## config.mk

```make
export PLATFORM = sky130hd
export DESIGN_NAME = mag_cmp_chain
export DESIGN_NICKNAME = d
export VERILOG_FILES = /design/src/rtl/mag_cmp_pkg.sv /design/src/rtl/cmp_bit_terms.sv /design/src/rtl/cmp_slice.sv /design/src/rtl/mag_cmp_chain.sv
export SDC_FILE = /design/constraint.sdc
export NUM_CORES = 1
export LEC_CHECK = 0
export BUFFER_PORTS_ARGS = -buffer_cell sky130_fd_sc_hd__buf_2
export CAP_MARGIN = 20
export CORE_AREA = 2 2 39 41
export DETAILED_ROUTE_END_ITERATION = 6
export DIE_AREA = 0 0 41 43
export GPL_TIMING_DRIVEN = 0
export PLACE_DENSITY = 0.67
export SLEW_MARGIN = 20
export SYNTH_ARGS = -nofsm -noshare
export SYNTH_HDL_FRONTEND = slang
export SYNTH_HIERARCHICAL = 1
export SYNTH_SLANG_ARGS = --single-unit
```

## constraint.sdc

```tcl
create_clock -name vclk -period 1.6
set_input_delay 0.08 -clock vclk [all_inputs]
set_output_delay 0.08 -clock vclk [all_outputs]
set_load 0.005 [all_outputs]
```

## src/rtl/mag_cmp_pkg.sv

```systemverilog
package mag_cmp_pkg;
    // Bits resolved by one slice.
    localparam int SLICE_BITS = 4;

    // Three-flag comparison result, also used as the tie-break link.
    typedef struct packed {
        logic gt;
        logic eq;
        logic lt;
    } cmp_flags_t;

    // Standalone tie-break: nothing below, so report equal.
    localparam cmp_flags_t CAS_IDLE = '{gt: 1'b0, eq: 1'b1, lt: 1'b0};
endpackage

```

## src/rtl/cmp_bit_terms.sv

```systemverilog
// Per-bit greater / less / equal terms for an N-bit pair.
module cmp_bit_terms #(
    parameter int N = 4
) (
    input  logic [N-1:0] a,
    input  logic [N-1:0] b,
    output logic [N-1:0] g,
    output logic [N-1:0] l,
    output logic [N-1:0] e
);
    for (genvar i = 0; i < N; i++) begin : g_bit
        assign g[i] = a[i] & ~b[i];
        assign l[i] = ~a[i] & b[i];
        assign e[i] = ~(g[i] | l[i]);
    end
endmodule

```

## src/rtl/cmp_slice.sv

```systemverilog
// One slice: priority resolution from the top bit down, tie-break from below.
module cmp_slice
    import mag_cmp_pkg::*;
#(
    parameter int N = SLICE_BITS
) (
    input  logic [N-1:0] a,
    input  logic [N-1:0] b,
    input  cmp_flags_t   cas_in,
    output cmp_flags_t   res
);
    logic [N-1:0] g_t;
    logic [N-1:0] l_t;
    logic [N-1:0] e_t;

    cmp_bit_terms #(.N(N)) u_terms (
        .a (a),
        .b (b),
        .g (g_t),
        .l (l_t),
        .e (e_t)
    );

    logic run_eq;
    logic loc_gt;
    logic loc_lt;

    always_comb begin
        run_eq = 1'b1;
        loc_gt = 1'b0;
        loc_lt = 1'b0;
        for (int i = N - 1; i >= 0; i--) begin
            loc_gt = loc_gt | (run_eq & g_t[i]);
            loc_lt = loc_lt | (run_eq & l_t[i]);
            run_eq = run_eq & e_t[i];
        end
        res.gt = loc_gt | (run_eq & cas_in.gt);
        res.lt = loc_lt | (run_eq & cas_in.lt);
        res.eq = run_eq & cas_in.eq;
    end
endmodule

```

## src/rtl/mag_cmp_chain.sv

```systemverilog
// Chain of WIDTH/SLICE_BITS slices, least significant slice first.
module mag_cmp_chain
    import mag_cmp_pkg::*;
#(
    parameter int WIDTH = 8
) (
    input  logic [WIDTH-1:0] x_in,
    input  logic [WIDTH-1:0] y_in,
    input  logic             cas_gt_in,
    input  logic             cas_eq_in,
    input  logic             cas_lt_in,
    output logic             gt_out,
    output logic             eq_out,
    output logic             lt_out
);
    localparam int NSLICE = WIDTH / SLICE_BITS;

    cmp_flags_t link [NSLICE+1];

    assign link[0] = '{gt: cas_gt_in, eq: cas_eq_in, lt: cas_lt_in};

    for (genvar s = 0; s < NSLICE; s++) begin : g_slice
        cmp_slice #(.N(SLICE_BITS)) u_slice (
            .a      (x_in[s*SLICE_BITS +: SLICE_BITS]),
            .b      (y_in[s*SLICE_BITS +: SLICE_BITS]),
            .cas_in (link[s]),
            .res    (link[s+1])
        );
    end

    assign gt_out = link[NSLICE].gt;
    assign eq_out = link[NSLICE].eq;
    assign lt_out = link[NSLICE].lt;
endmodule

```

==> impl.org <==
** Status
- The flow ran to the end, but the final reports show violations.
- The final reports fail on setup timing.

** Critical path
- Start-to-end type of the worst setup path :: input pin to output port
- In this design, the stage delay of the slowest critical-path cell is 0.32 ns.
- At the worst endpoint, the arrival time is 1.54 ns.
- Slowest cell on the critical path :: a221o_1
- Critical path data required time :: 1.52 ns
- In this run the worst path has a maximum fanout of 3.
- The signal on the critical path passes through buf_8 -> inv_4 -> ha_4 -> and3_4 -> a221o_1 -> a21o_1 -> a221o_1 -> buf_2.
- Among the stages of the critical path, the cell type that occurs most often is a221o_1.
- The cell family contributing the most delay on the critical path is compound AO/OA/AOI/OAI gates.
- The worst setup path is captured at an output port.
- Worst setup SP type :: input pin
- Together, buffers and inverters on the worst path number 3.

** Placed design
- Number of cells in the design after placement :: 86
- In this run the cell area measured after placement is 518 um^2.
- Hpwl dp :: 725 um
- OpenSTA, run right after detailed placement, puts the worst setup slack at -0.133 ns.
- The congestion estimate from routability-driven global placement came to 0.762.
- Count of input and output buffers :: 22

** Global route
- Total GRT Usage :: 9.89%
- In the global route stage, met3 resource usage came out at 0%.
- Number of antenna violations at the first check in global routing :: 0
- Via count of the first global-routing pass :: 364
- M2 GR Usage :: 18.8%
- The layer flagged by global routing as most heavily used is met2.
- Wire length of the first global-routing pass :: 1.29 mm
- For this run the aggregate overflow at the end of global routing stands at 0.
- Entering global routing, the biggest net connects 4 pins.
- M1 GR Usage :: 12.3%

** Layout
- Number of flip-flops and latches :: 0
- # clk buffers :: 0
- Flip-flop and latch area :: 0 um^2
- Area added between synthesis and finish :: 60.6%
- Antenna cell count :: 0
- For this run, the post-layout net count is 108.
- Summing all non-filler instances in the final layout gives an area of 623 um^2.
- The layout has 137 filler cells.
- In the final layout, the share of cells above drive strength 1 is 47.9%.
- After the flow finishes, the layout carries non-filler instances totaling 87.

** STA
- After routing, the total negative slack on setup checks comes to -0.0182 ns.
- Final period util :: 101%
- For the pin with the worst max-slew slack, the measured transition is 0.100 ns.
- Worst slew margin relative to its limit :: 93.3%
- Count of final max-slew check failures :: 0
- # setup viols final :: 1
- Based on the critical path, the design can be clocked at up to 618 MHz.
- The count of endpoints failing hold in the final timing report is 0.
- Post-layout worst setup margin :: -0.0182 ns
- Unrepaired setup endpoints after global routing :: yes
- Clock period minus worst slack :: 1.62 ns

** Synthesis
- Syn Nets :: 83
- In the synthesized netlist, the number of instances is 48.
- Proportion of synthesized chip area in sequential cells :: 0%
- After synthesis, the most frequently instantiated cells are ha_1, inv_1, a21o_1, a221o_1.
- Avg Cell Area, Syn :: 8.08 um^2
- Count of different cell masters after synthesis :: 6
- The share of synthesized area in the top cell type comes to 51.6%.
- Top cells by area in the synthesized netlist :: ha_1, a21o_1, inv_1, a221o_1, and3_2
- During synthesis, Yosys emitted a total of 6 warnings.
- Syn Std Cell Area :: 388 um^2
- Library cell with the largest summed area after synthesis :: ha_1

** Power and ir drop
- IR analysis of the VDD net gives a maximum drop of 0.0995 mV.
- Power Density :: 234 mW/mm^2
- The analysis attributes to cell leakage a power of 0.000411 uW.

** Min path
- Hold Path Stages :: 4
- The worst hold path belongs to the class input pin to output port.
- Worst-case hold path end point :: gt_out
- Beginning of the worst hold path :: x_in[7]

** Drt
- Total Routed Length :: 861 um
- Routed vias/inst :: 4.54
- First DRT Iteration DRCs :: 2
- 1st-pass router iterations :: 2
- Summing over every cut layer, the via total after detailed routing is 395.
- DRC violations left :: 0
- WL per Instance :: 9.90 um
- Antenna Nets Post-Route :: 0

** Floorplan
- In this run the vertical extent of the chip is 43 um.
- Total Die Area :: 0.00176 mm^2
- Width of the chip :: 41 um
- Area of the core :: 0.00138 mm^2
- Once the floorplan was initialized, standard cells occupied 28.0% of the core.
- Number of rows in the core area :: 14
- Io pins :: 22

** Job
- Max-cap violations in this run came to 0.
==> per-layer routing <==
layer	part of all wire [%]	vias up
li1	-	206
met1	44	175
met2	49	14
met3	7.1	0
met4	0	0
met5	0	-
==> metrics by stage <==
stage	hold slack, ns	util [%]	power, uW
detailed placement	0.584	37.4	115
global route	0.600	45.0	164
global placement	0.589	37.4	110
finish	0.579	45.0	146
CTS	0.584	41.0	130
floorplan	0.382	-	66.2
==> cells in the final DEF (no fill, tap or decap) <==
cell type and instances:
and3_1 1, ha_1 12, a221o_1 4, buf_8 1
buf_2 16, and3_4 1, inv_2 2, and3_2 2
buf_6 4, a21o_1 8, buf_4 2, inv_4 2
inv_1 12, ha_4 4
==> tightest hold or removal path: stages <==
cell     delay, ns
buf_2         0.09
ha_1          0.13
a221o_1       0.10
buf_2         0.10
==> cell families after synthesis <==
family	Yosys count	synth area share, %
fa+ha+maj	16	51.6
buf+inv	16	15.5
compound gates	12	25.8
simple gates	4	7.10
==> final cells by class <==
cell class | count | area [um^2] | share of cell area [%]
Inverter | 16 | 65.1 | 10.4
Tap cell | 16 | 20.0 | 3.21
Multi-Input combinational cell | 32 | 383 | 61.4
Timing Repair Buffer | 23 | 155 | 24.9
==> worst max-delay path by stage <==
stage,from,end,cells after the start
CTS,y_in[1],gt_out,7
floorplan,x_in[2],gt_out,6
detailed placement,x_in[2],gt_out,8
global route,x_in[3],gt_out,8
global placement,x_in[2],gt_out,8
finish,x_in[3],gt_out,8
==> power by group <==
part           total (uW)  switching, uW  internal, uW  leakage [uW]
clock network           0              0             0             0
logic                 146           60.3          85.3      0.000411
registers               0              0             0             0
==> repair_timing <==
| action | in CTS | in global routing |
|---|---|---|
| pin swaps | 8 | 4 |
| setup buffers | 0 | 1 |
| gates resized for setup | 7 | 13 |
| setup endpoints to repair | 2 | 2 |
| hold buffers | 0 | 0 |
(Power assumes the default switching activity.)
